--- config.mk ---
export PLATFORM = sky130hd
export DESIGN_NAME = la_capture_core
export DESIGN_NICKNAME = d
export VERILOG_FILES = /design/src/rtl/la_cap_pkg.sv /design/src/rtl/la_pattern_match.sv /design/src/rtl/la_wrap_counter.sv /design/src/rtl/la_capture_fsm.sv /design/src/rtl/la_capture_core.sv
export SDC_FILE = /design/constraint.sdc
export NUM_CORES = 1
export LEC_CHECK = 0
export ABC_AREA = 1
export BUFFER_PORTS_ARGS = -buffer_cell sky130_fd_sc_hd__buf_2
export CORE_ASPECT_RATIO = 2
export CORE_MARGIN = 2
export CORE_UTILIZATION = 55
export CTS_BUF_LIST = sky130_fd_sc_hd__clkbuf_8
export CTS_CLUSTER_SIZE = 25
export DETAILED_ROUTE_END_ITERATION = 7
export PLACE_DENSITY = 0.92
export SYNTH_ARGS = -nofsm -noshare
export SYNTH_HDL_FRONTEND = slang
export SYNTH_SLANG_ARGS = --single-unit
--- constraint.sdc ---
create_clock -name clk -period 1.8 [get_ports clk]
set_clock_uncertainty 0.05 [all_clocks]
set_input_delay 0.36 -clock clk [delete_from_list [all_inputs] [get_ports clk]]
set_output_delay 0.36 -clock clk [all_outputs]
set_load 0.01 [all_outputs]
--- src/rtl/la_cap_pkg.sv ---
package la_cap_pkg;
  typedef enum logic [1:0] {
    ST_IDLE  = 2'd0,
    ST_ARMED = 2'd1,
    ST_POST  = 2'd2,
    ST_DONE  = 2'd3
  } cap_state_e;
endpackage

--- src/rtl/la_pattern_match.sv ---
module la_pattern_match #(
  parameter int DATA_W = 8
) (
  input  logic [DATA_W-1:0] sample,
  input  logic [DATA_W-1:0] pattern,
  input  logic [DATA_W-1:0] enable,
  output logic              hit
);
  logic [DATA_W-1:0] bit_miss;

  genvar i;
  generate
    for (i = 0; i < DATA_W; i++) begin : g_bit
      // a disabled lane can never report a miss
      assign bit_miss[i] = enable[i] & (sample[i] ^ pattern[i]);
    end
  endgenerate

  assign hit = ~|bit_miss;

  always_comb begin
    if (enable == '0) begin
      a_open_mask_r4 : assert (hit);
    end
  end
endmodule

--- src/rtl/la_wrap_counter.sv ---
module la_wrap_counter #(
  parameter int WIDTH = 15
) (
  input  logic             clk,
  input  logic             rst,
  input  logic             inc,
  output logic [WIDTH-1:0] value
);
  localparam logic [WIDTH-1:0] TOP = {WIDTH{1'b1}};

  always_ff @(posedge clk) begin
    if (rst)      value <= '0;
    else if (inc) value <= value + 1'b1;
  end

  p_wrap_r3 : assert property (@(posedge clk) disable iff (rst)
    (inc && value == TOP) |=> value == '0);
endmodule

--- src/rtl/la_capture_fsm.sv ---
module la_capture_fsm
  import la_cap_pkg::*;
#(
  parameter int ADDR_W = 15,
  parameter int CNT_W  = 15
) (
  input  logic              clk,
  input  logic              rst,
  input  logic              arm,
  input  logic              hit,
  input  logic [CNT_W-1:0]  post_count,
  input  logic [ADDR_W-1:0] wr_ptr,
  output cap_state_e        state,
  output logic              cap_en,
  output logic [ADDR_W-1:0] trig_addr
);
  logic [CNT_W-1:0] post_left;

  assign cap_en = (state == ST_ARMED) || (state == ST_POST && post_left != '0);

  always_ff @(posedge clk) begin
    if (rst) begin
      state     <= ST_IDLE;
      post_left <= '0;
      trig_addr <= '0;
    end else begin
      case (state)
        ST_IDLE, ST_DONE: if (arm) state <= ST_ARMED;
        ST_ARMED: if (hit) begin
          state     <= ST_POST;
          trig_addr <= wr_ptr;
          post_left <= post_count;
        end
        ST_POST: begin
          if (post_left == '0) state <= ST_DONE;
          else                 post_left <= post_left - 1'b1;
        end
        default: state <= ST_IDLE;
      endcase
    end
  end

  p_post_dec_r6 : assert property (@(posedge clk) disable iff (rst)
    (state == ST_POST && $past(state == ST_POST) && $past(post_left != '0))
      |-> post_left == $past(post_left) - 1'b1);

  p_trig_hold_r7 : assert property (@(posedge clk) disable iff (rst)
    (state == ST_POST && $past(state == ST_POST)) |-> $stable(trig_addr));

  p_enter_post_r5 : assert property (@(posedge clk) disable iff (rst)
    $past(state != ST_ARMED) && state == ST_POST |-> $past(state == ST_POST));
endmodule

--- src/rtl/la_capture_core.sv ---
module la_capture_core
  import la_cap_pkg::*;
#(
  parameter int DATA_W = 8,
  parameter int ADDR_W = 15,
  parameter int CNT_W  = 15
) (
  input  logic              clk,
  input  logic              rst,
  input  logic              arm,
  input  logic [DATA_W-1:0] trig_pattern,
  input  logic [DATA_W-1:0] trig_enable,
  input  logic [CNT_W-1:0]  post_count,
  input  logic [DATA_W-1:0] sample_in,
  output logic [ADDR_W-1:0] sram_addr,
  output logic [DATA_W-1:0] sram_data,
  output logic              sram_we,
  output logic              armed,
  output logic              triggered,
  output logic              done,
  output logic [ADDR_W-1:0] trig_addr
);
  logic              hit;
  logic              cap_en;
  logic [ADDR_W-1:0] wr_ptr;
  cap_state_e        state;

  la_pattern_match #(.DATA_W(DATA_W)) u_match (
    .sample (sample_in),
    .pattern(trig_pattern),
    .enable (trig_enable),
    .hit    (hit)
  );

  la_wrap_counter #(.WIDTH(ADDR_W)) u_ptr (
    .clk  (clk),
    .rst  (rst),
    .inc  (cap_en),
    .value(wr_ptr)
  );

  la_capture_fsm #(.ADDR_W(ADDR_W), .CNT_W(CNT_W)) u_fsm (
    .clk       (clk),
    .rst       (rst),
    .arm       (arm),
    .hit       (hit),
    .post_count(post_count),
    .wr_ptr    (wr_ptr),
    .state     (state),
    .cap_en    (cap_en),
    .trig_addr (trig_addr)
  );

  always_ff @(posedge clk) begin
    if (rst) begin
      sram_we   <= 1'b0;
      sram_addr <= '0;
      sram_data <= '0;
    end else begin
      sram_we <= cap_en;
      if (cap_en) begin
        sram_addr <= wr_ptr;
        sram_data <= sample_in;
      end
    end
  end

  assign armed     = (state == ST_ARMED);
  assign triggered = (state == ST_POST);
  assign done      = (state == ST_DONE);

  p_addr_step_r3 : assert property (@(posedge clk) disable iff (rst)
    (sram_we && $past(sram_we)) |-> sram_addr == $past(sram_addr) + 1'b1);

  p_done_quiet_r6 : assert property (@(posedge clk) disable iff (rst)
    done |-> !sram_we);

  p_status_excl_r9 : assert property (@(posedge clk) disable iff (rst)
    $onehot0({armed, triggered, done}));

  p_idle_quiet_r1 : assert property (@(posedge clk) disable iff (rst)
    (!armed && !triggered && !done && !$past(armed)) |-> !sram_we);
endmodule

==> results of run 1 <==
==> layout by cell type, fill, tap and decap left out, types with 7 or more instances in the layout <==
master,instances
nor2_1,65
dfxtp_1,70
buf_2,83
inv_1,69
nand3_1,30
o21ai_0,26
nand4_1,9
nand2_1,115
a21oi_1,45
clkbuf_8,10
buf_4,15
a21oi_2,7
nor3_1,8
o21ai_1,22
==> flip-flops by register name, summed over array words and instances (netlist names) <==
| name | flops |
|---|---|
| sram_addr | 15 |
| sram_data | 8 |
| sram_we | 1 |
| u_fsm.post_left | 15 |
| u_fsm.state | 2 |
| u_fsm.trig_addr | 15 |
| u_ptr.value | 15 |
==> metrics by stage <==
step,setup slack (ns),TNS [ns]
after floorplan,0.169,0
after global placement,0.0905,0
after detailed placement,0.0326,0
after CTS,0.0419,0
after global routing,-0.0112,-0.0210
final,0.0536,0
==> critical path, cell delays in order (launching register included) <==
cell,delay (ns)
dfxtp_1,0.41
ha_2,0.38
buf_2,0.19
==> kinds of logic after synthesis <==
| kind of cell | after synthesis | synth area share (%) |
|---|---|---|
| simple gates | 255 | 32.0 |
| compound gates | 103 | 14.8 |
| xor+xnor | 5 | 1.20 |
| flops | 71 | 38.9 |
| fa+ha+maj | 6 | 2.05 |
| buf+inv | 96 | 11.1 |
==> path summary, 6_finish.rpt <==
kind                       from  cells past startpoint            endpoint
min reg2reg  u_fsm.trig_addr[7]                      2  u_fsm.trig_addr[7]
max              u_fsm.state[1]                      2           triggered
min                sample_in[2]                      3        sram_data[2]
max reg2reg      u_fsm.state[1]                      6     u_ptr.value[13]
==> power by group <==
group          switching (mW)  leakage [nW]  total [mW]  internal, mW
logic                    2.44          1.51        3.96          1.51
registers               0.286         0.580        2.29          2.00
clock network           0.580         0.130        1.52         0.944
==> area by class of cell <==
class | count | area, µm² | share of cell area, %
clock buffer | 10 | 138 | 3.02
clock inverter | 6 | 101 | 2.23
inverter | 74 | 287 | 6.29
multi-input combinational | 371 | 1890 | 41.4
sequential | 71 | 1420 | 31.3
tap | 88 | 110 | 2.42
timing repair buffer | 102 | 608 | 13.4
==> timing repair <==
action / CTS / global route
setup endpoints to repair: 1 / 47
cloned: 0 / 2
resized for setup: 1 / 11
setup buffers: 0 / 6
pin swaps: 0 / 4
hold buffers: 0 / 0
==> per-layer routing <==
metal  global-route usage (%)  vias up  part of all wire (%)
li1                         -     1901                     -
met1                     30.1     1596                    43
met2                     38.4      155                    47
met3                     6.84       18                   7.7
met4                     9.04        0                   1.9
met5                        0        -                     0
==> reports/qor.csv, run 1 <==
metric;value;unit
status;finished clean;
insertion_delay;0.36;ns
clk_pin_slew_worst_paths;0.07;ns
drv_cap;0;
worstSetupPathType;reg -> out;
yosysSeqAreaShare;38.9;%
globalplace.congestion;0.912;
globalRoute.totalOverflow;0;
required;1.39;ns
rows;42;
yosys-top-cells-area;dfxtp_1 (39%), nand2_1 (12%), inv_1 (7.0%);
clk_path_buf_depth;2;
ys_warn_count;0;
die_x;61.7;µm
min_path_type;in -> reg;
yosysMostFrequentCell;nand2_1;
worstSetupStartpointType;register;
cp_max_fo;11;
grt_max_degree;37;
insertedDiodeCount;0;
synth-seq-cells;71;
fin_hold_ws;0.201;ns
num_vias;3670;
nets;677;
crit_arrival;1.34;ns
syn_to_final_growth;24.5;%
final-setup-viol-count;0;
drc;0;
synth_top_area_share;38.9;%
dp_hpwl;5.97;mm
grt_usage;24.2;%
final_cell_area;4550;µm²
yosys.area.top_type;dfxtp_1;
drv_slew;0;
fin_cells;722;
crit_path_end_kind;output pin;
hold_viol_final;0;
synthDistinctLibCells;36;
ff2ff_setup_slack;0.15;ns
drive_gt1_share;25.4;%
die-area;7360;µm²
fill_cells;562;
ir_worst_vdd;1.01;mV
synth_common_cells;nand2_1 (116), dfxtp_1 (71), inv_1 (68);
cts_tree;done;
numPlacedInstances;698;
tightest_slew;0.317;ns
placed_area;4210;µm²
drtPass1Iterations;8;
ys_async_sr_fraction;0;%
p_per_area;1710;nW/µm²
synth_flop_cell;dfxtp_1;
fmax;573;MHz
numPortBuffers;83;
rsz0062_at_grt;yes;
cts_buffers;9;
synth-edff-count;0;
grt_pass1_vias;3283;
routedWlPerCell;12.0;µm
ios;84;
p_leak;2.22;nW
start_util;56.1;%
grt_pass1_wl;13.8;mm
core_area;6520;µm²
root_buffer;clkbuf_8;
h-tree-depth;3;
syn-instance-count;536;
fin_crit_sh;97.0;%
syn_nets;584;
power;7.77;mW
die_h;119;µm
dr.first_iter.drc_count;248;
grt_antenna_before_repair;0;
relSlewSlack;78.7;%
fin_util;69.9;%
wl;8.68;mm
netlist_area;3660;µm²
ant_nets;0;
vias_per_cell;5.08;
min_period;1.75;ns
cts_sinks;71;
syn_area_per_cell;6.82;µm²
Note: power is estimated with default switching activity, not from simulation.
==> inputs of run 2 (changes only) <==
--- a/config.mk
+++ b/config.mk
@@ -9,11 +9,11 @@
 export BUFFER_PORTS_ARGS = -buffer_cell sky130_fd_sc_hd__buf_2
 export CORE_ASPECT_RATIO = 2
 export CORE_MARGIN = 2
-export CORE_UTILIZATION = 55
+export CORE_UTILIZATION = 51
 export CTS_BUF_LIST = sky130_fd_sc_hd__clkbuf_8
 export CTS_CLUSTER_SIZE = 25
 export DETAILED_ROUTE_END_ITERATION = 7
-export PLACE_DENSITY = 0.92
+export PLACE_DENSITY = 0.9
 export SYNTH_ARGS = -nofsm -noshare
 export SYNTH_HDL_FRONTEND = slang
 export SYNTH_SLANG_ARGS = --single-unit
==> constraint.sdc (replaced) <==
create_clock -name clk -period 1.6 [get_ports clk]
set_clock_uncertainty 0.05 [all_clocks]
set_input_delay 0.32 -clock clk [delete_from_list [all_inputs] [get_ports clk]]
set_output_delay 0.32 -clock clk [all_outputs]
set_load 0.01 [all_outputs]
==> reports/qor.csv, run 2 (same netlist as run 1, synthesis figures left out) <==
metric;value;unit;change
final_cell_mix;nand2_1 (111), buf_2 (82), inv_1 (63), dfxtp_1 (63), nor2_1 (59);;was nand2_1 (115), buf_2 (83), dfxtp_1 (70)
cp_cell_sequence;nor2_4 > nand2_1 > nor2_4 > buf_4 > buf_4 > xor2_1 > o21ai_1 > nor2_1 > nor2_1;;was ha_2 > buf_2
ios;84;;unchanged
globalplace.congestion;0.907;;was 0.912
min_path_type;in -> reg;;unchanged
final_cell_area;5200;µm²;was 4550 µm²
dr.first_iter.drc_count;388;;was 248
drv_slew;0;;unchanged
p_seq_share;25.2;%;was 29.5%
grt_pass1_wl;15.9;mm;was 13.8 mm
cp_top_family;simple AND/OR/NAND/NOR gates;;was flip-flops
holdPathEnd;sram_data[3];;was sram_data[2]
drtPass1Iterations;7;;was 8
routedWlPerCell;16.7;µm;was 12.0 µm
fin_crit_sh;109;%;
worstSetupPathType;reg -> reg;;was reg -> out
p_switching;4.87;mW;was 3.31 mW
numPortBuffers;83;;unchanged
crit_path_end_kind;register;;was output pin
p_int;5.81;mW;was 4.46 mW
nets;707;;was 677
layout_commonest_cell;nand2_1;;unchanged
grt_pass1_vias;3815;;was 3283
grt_usage;25.4;%;was 24.2%
required;1.79;ns;was 1.39 ns
r2r-start;u_fsm.post_left[5];;was u_fsm.state[1]
numPlacedInstances;721;;was 698
register_area;1440;µm²;was 1420 µm²
globalRoute.totalOverflow;0;;unchanged
drc;0;;unchanged
insertion_delay;0.35;ns;was 0.36 ns
wl;12.6;mm;was 8.68 mm
placed_area;4370;µm²;was 4210 µm²
clk_pin_slew_worst_paths;0.07;ns;about the same
failed_checks;setup timing;;
tightest_slew;0.441;ns;was 0.317 ns
core_area;6940;µm²;was 6520 µm²
setup_ws;-0.147;ns;was 0.0536 ns
reg2reg_depth;9;;was 6
die_h;124;µm;was 119 µm
path_buf_inv;2;;was 1
root_buffer;clkbuf_8;;unchanged
ir_worst_vdd;1.51;mV;was 1.01 mV
final.setup.tns;-2.64;ns;was 0 ns
grt_max_degree;48;;was 37
ant_nets;0;;unchanged
power_frac_clock;13.7;%;was 19.6%
syn_to_final_growth;42.1;%;was 24.5%
fill_cells;457;;was 562
crit_arrival;1.94;ns;was 1.34 ns
p_sw_share;45.6;%;was 42.6%
status;finished, violations left;;was finished clean
ff2ff_setup_slack;-0.15;ns;was 0.15 ns
holdPathStages;3;;unchanged
worst_path_largest_cell_delay;0.37;ns;was 0.41 ns
insertedDiodeCount;0;;unchanged
clk_path_buf_depth;2;;unchanged
dp_hpwl;7.06;mm;was 5.97 mm
hold_viol_final;0;;unchanged
cp_slowest_cell;dfxtp_1;;unchanged
p_leak;2.48;nW;was 2.22 nW
grt_antenna_before_repair;0;;unchanged
h-tree-depth;3;;unchanged
vias_per_cell;5.72;;was 5.08
multi_input_area;2220;µm²;was 1890 µm²
start_util;52.7;%;was 56.1%
rr_endpoint;u_fsm.post_left[8];;was u_ptr.value[13]
ctsHoldBuffers;0;;unchanged
rows;43;;was 42
num_vias;4309;;was 3670
p_per_area;2050;nW/µm²;was 1710 nW/µm²
fin_hold_ws;0.161;ns;was 0.201 ns
cts_buffers;9;;unchanged
min-delay-start;sample_in[3];;was sample_in[2]
min_period;1.75;ns;
cts_tree;done;;unchanged
drive_gt1_share;37.3;%;was 25.4%
cp_max_fo;4;;was 11
relSlewSlack;70.4;%;was 78.7%
cts_sinks;71;;unchanged
comb_power_share;61.1;%;was 50.9%
final-setup-viol-count;40;;was 0
startpoint;u_fsm.post_left[5];;was u_fsm.state[1]
fin_cells;753;;was 722
drv_cap;0;;unchanged
die-area;7910;µm²;was 7360 µm²
die_x;63.9;µm;was 61.7 µm
worstSetupStartpointType;register;;unchanged
fmax;572;MHz;
rsz0062_at_grt;yes;;unchanged
==> run 2: cell count changes in the layout (fill, tap and decap cells not counted), sizes merged <==
cell	before	now
clkbuf	10	14
nand2	125	126
clkinv	0	2
bufinv	3	1
buf	102	127
nand3	34	35
clkinvlp	1	3
inv	76	72
==> run 2: tightest hold or removal path, cell delays in order <==
cell and delay, ns:
buf_2 0.11, inv_2 0.04, a21oi_1 0.05
==> run 2: how the worst max path moves through the flow <==
stage / end / cells after the start / slack (ns)
finish: u_fsm.post_left[8] / 9 / -0.15
global route: u_fsm.post_left[3] / 8 / -0.31
CTS: armed / 4 / -0.02
detailed placement: u_fsm.post_left[1] / 12 / -0.17
global placement: u_fsm.post_left[8] / 11 / -0.11
floorplan: u_ptr.value[11] / 10 / 0.04
==> run 2: area by class of cell <==
| type | count | area share, % |
|---|---|---|
| Multi-Input combinational cell | 373 | 42.8 |
| Timing Repair Buffer | 130 | 17.8 |
| Clock buffer | 11 | 2.91 |
| Sequential cell | 71 | 27.6 |
| Inverter | 74 | 5.78 |
| Tap cell | 90 | 2.17 |
| Clock inverter | 4 | 0.891 |
==> run 2: power by group through the flow <==
| stage | Combinational (mW) | Sequential [mW] | Clock [mW] |
|---|---|---|---|
| after detailed placement | 4.38 | 2.59 | 0 |
| final | 6.53 | 2.69 | 1.46 |
| after floorplan | 2.91 | 2.69 | 0 |
| after global placement | 4.23 | 2.58 | 0 |
| after CTS | 4.74 | 2.58 | 1.45 |
| after global routing | 6.99 | 2.73 | 1.53 |
==> run 2: per-layer routing <==
metal	vias up	share of wire (%)	global-route usage [%]	wire [µm]
li1	1959	-	-	-
met5	-	0	0	0
met4	0	7.5	15.4	943
met1	1992	34	23.3	4290
met2	270	53	50.0	6620
met3	88	6.0	4.70	753
==> run 2: what timing repair did <==
action	CTS	global route
pin swaps	3	19
setup endpoints to repair	41	58
resized for setup	21	86
setup buffers	4	5
gates cloned	1	7
==> run 2: stage by stage <==
stage          power (mW)  util [%]  setup WS [ns]
3_3_place_gp         6.80      62.9         -0.115
3_5_place_dp         6.97      62.9         -0.173
5_1_grt              11.2      74.9         -0.307
4_1_cts              8.77      67.4        -0.0172
2_1_floorplan        5.60         -         0.0408
6_report             10.7      74.9         -0.147
==> inputs of run 3 (changes only) <==
--- a/config.mk
+++ b/config.mk
@@ -13,7 +13,8 @@
 export CTS_BUF_LIST = sky130_fd_sc_hd__clkbuf_8
 export CTS_CLUSTER_SIZE = 25
 export DETAILED_ROUTE_END_ITERATION = 7
-export PLACE_DENSITY = 0.9
+export PLACE_DENSITY = 0.79
 export SYNTH_ARGS = -nofsm -noshare
 export SYNTH_HDL_FRONTEND = slang
+export SYNTH_HIERARCHICAL = 1
 export SYNTH_SLANG_ARGS = --single-unit
==> reports/qor.csv, run 3 <==
metric;value;unit;change
rows;44;;was 43
min_path_type;in -> reg;;unchanged
numPortBuffers;83;;unchanged
final_cell_mix;nand2_1 (165), nor2_1 (141), buf_2 (83);;was nand2_1 (111), buf_2 (82), inv_1 (63), dfxtp_1 (63), nor2_1 (59)
fin_cells;816;;was 753
routedWlPerCell;12.7;µm;was 16.7 µm
tightest_slew;0.657;ns;was 0.441 ns
root_buffer;clkbuf_8;;unchanged
drv_cap;0;;unchanged
die-area;8110;µm²;was 7910 µm²
vias_per_cell;5.02;;was 5.72
register_area;1430;µm²;was 1440 µm²
ys_warn_count;6;;was 0
p_per_area;2040;nW/µm²;was 2050 nW/µm²
drtPass1Iterations;8;;was 7
netlist_area;3750;µm²;was 3660 µm²
holdPathEnd;u_fsm/post_left[11];;was sram_data[3]
grt_max_degree;48;;unchanged
dr.first_iter.drc_count;295;;was 388
cts_tree;done;;unchanged
fin_util;67.5;%;was 74.9%
layout_commonest_cell;nand2_1;;unchanged
syn_area_per_cell;6.31;µm²;was 6.82 µm²
clk_path_buf_depth;2;;unchanged
num_vias;4097;;was 4309
min_period;1.65;ns;was 1.75 ns
final.setup.tns;-0.143;ns;was -2.64 ns
ys_async_sr_fraction;0;%;unchanged
synth_common_cells;nand2_1 (169), nor2_1 (149), dfxtp_1 (71);;was nand2_1 (116), dfxtp_1 (71), inv_1 (68)
grt_pass1_wl;16.1;mm;was 15.9 mm
hold_viol_final;0;;unchanged
synth-edff-count;0;;unchanged
clk_pin_slew_worst_paths;0.08;ns;was 0.07 ns
globalplace.congestion;0.872;;was 0.907
rr_endpoint;u_ptr/value[9];;was u_fsm.post_left[8]
yosys.area.top_type;dfxtp_1;;unchanged
globalRoute.totalOverflow;0;;unchanged
syn_to_final_growth;29.6;%;was 42.1%
min-delay-start;post_count[11];;was sample_in[3]
crit_path_end_kind;register;;unchanged
grt_antenna_before_repair;0;;unchanged
fin_crit_sh;103;%;was 109%
worstSetupPathType;reg -> reg;;unchanged
ios;84;;unchanged
syn-instance-count;595;;was 536
start_util;52.1;%;was 52.7%
ant_nets;0;;unchanged
synth-seq-cells;71;;unchanged
nets;765;;was 707
failed_checks;DRC, setup timing;;was setup timing
cp_max_fo;4;;unchanged
cts_buffers;9;;unchanged
status;finished, violations left;;unchanged
drive_gt1_share;27.5;%;was 37.3%
synth_top_area_share;37.9;%;was 38.9%
yosys-top-cells-area;dfxtp_1 (38%), nand2_1 (17%), nor2_1 (15%);;was dfxtp_1 (39%), nand2_1 (12%), inv_1 (7.0%)
reg2reg_depth;14;;was 9
synthDistinctLibCells;31;;was 36
die_h;125;µm;was 124 µm
multi_input_area;2050;µm²;was 2220 µm²
h-tree-depth;3;;unchanged
relSlewSlack;56.1;%;was 70.4%
core_area;7210;µm²;was 6940 µm²
insertedDiodeCount;0;;unchanged
worstSetupStartpointType;register;;unchanged
required;1.78;ns;was 1.79 ns
drc;1;;was 0
p_leak;2.54;nW;was 2.48 nW
grt_usage;25.5;%;was 25.4%
grt_pass1_vias;3802;;was 3815
wl;10.3;mm;was 12.6 mm
drv_slew;0;;unchanged
rsz0062_at_grt;yes;;unchanged
yosysMostFrequentCell;nand2_1;;unchanged
r2r-start;u_fsm/post_left[1];;was u_fsm.post_left[5]
final-setup-viol-count;4;;was 40
pre_cts_ws;-0.241;ns;was -0.173 ns
synth_flop_cell;dfxtp_1;;unchanged
dp_hpwl;7.47;mm;was 7.06 mm
holdPathStages;5;;was 3
fmax;605;MHz;was 572 MHz
crit_arrival;1.84;ns;was 1.94 ns
numPlacedInstances;793;;was 721
ff2ff_setup_slack;-0.05;ns;was -0.15 ns
setup_ws;-0.0537;ns;was -0.147 ns
insertion_delay;0.35;ns;about the same
ir_worst_vdd;1.37;mV;was 1.51 mV
yosysSeqAreaShare;37.9;%;was 38.9%
syn_nets;641;;was 584
die_x;64.7;µm;was 63.9 µm
fill_cells;662;;was 457
cts_sinks;71;;unchanged
-- run 3: layout make-up --
cell class | count | area share [%]
clock inverter | 7 | 1.67
timing repair buffer | 129 | 16.3
inverter | 73 | 5.71
sequential | 71 | 29.4
clock buffer | 9 | 2.55
tap | 92 | 2.37
multi-input combinational | 435 | 42.0
-- run 3: timing repair --
action / 4_1_cts / 5_1_grt
buffers inserted: 1 / 3
setup endpoints to repair: 54 / 50
hold buffers: 0 / 0
gates resized for setup: 12 / 18
pin swaps: 8 / 4
gates cloned: 1 / 2
-- run 3: worst max-delay path by stage --
stage,slack (ns),from,depth (start not counted),endpoint
4_1_cts,-0.03,u_fsm/post_left[1],14,u_ptr/value[11]
3_3_place_gp,-0.17,trig_pattern[0],11,u_fsm/post_left[13]
3_5_place_dp,-0.24,trig_pattern[7],11,u_fsm/post_left[13]
5_1_grt,-0.14,u_fsm/post_left[1],14,u_ptr/value[11]
6_report,-0.05,u_fsm/post_left[1],14,u_ptr/value[9]
2_1_floorplan,-0.13,u_fsm/post_left[0],15,u_ptr/value[13]
-- run 3: report_power, final --
part / internal (mW) / leakage [nW] / switching [mW] / total [mW]
sequential: 2.33 / 0.582 / 0.373 / 2.71
combinational: 2.34 / 1.85 / 3.42 / 5.75
clock: 0.735 / 0.100 / 0.729 / 1.46
total: 5.41 / 2.54 / 4.52 / 9.92
-- run 3: cell families after synthesis --
logic type | Yosys count | share of synthesized area, %
AND/OR/NAND/NOR | 378 | 42.4
buffers and inverters | 92 | 11.4
adder cells (fa/ha/maj) | 4 | 1.33
flip-flops | 71 | 37.9
AO/OA/AOI/OAI | 48 | 6.56
XOR/XNOR | 2 | 0.467
-- run 3: per-layer routing --
layer	track usage [%]	up-vias	wire length [µm]
met2	49.9	102	6000
met4	13.6	0	445
li1	-	2063	-
met1	23.2	1891	3560
met3	5.22	41	341
met5	0	-	0
-- run 3: critical path, cell delays in order, from the launching register on --
cell     delay [ns]
dfxtp_2        0.34
inv_2          0.04
ha_4           0.16
nand2_4        0.08
nor2_4         0.04
nand2_1        0.06
nand2_2        0.07
nand2_4        0.09
nand2_4        0.05
nor2_4         0.13
nand2_4        0.08
nor2_4         0.13
nand2_1        0.07
nand2_1        0.08
nor2_1         0.04
-- run 3: per-stage QoR --
stage	power (mW)	area (µm²)	hold slack, ns
after floorplan	6.36	3790	0.332
after global placement	7.65	4500	0.406
after detailed placement	7.84	4500	0.413
after CTS	9.56	4770	0.203
after global routing	10.8	4870	0.223
final	9.92	4870	0.224
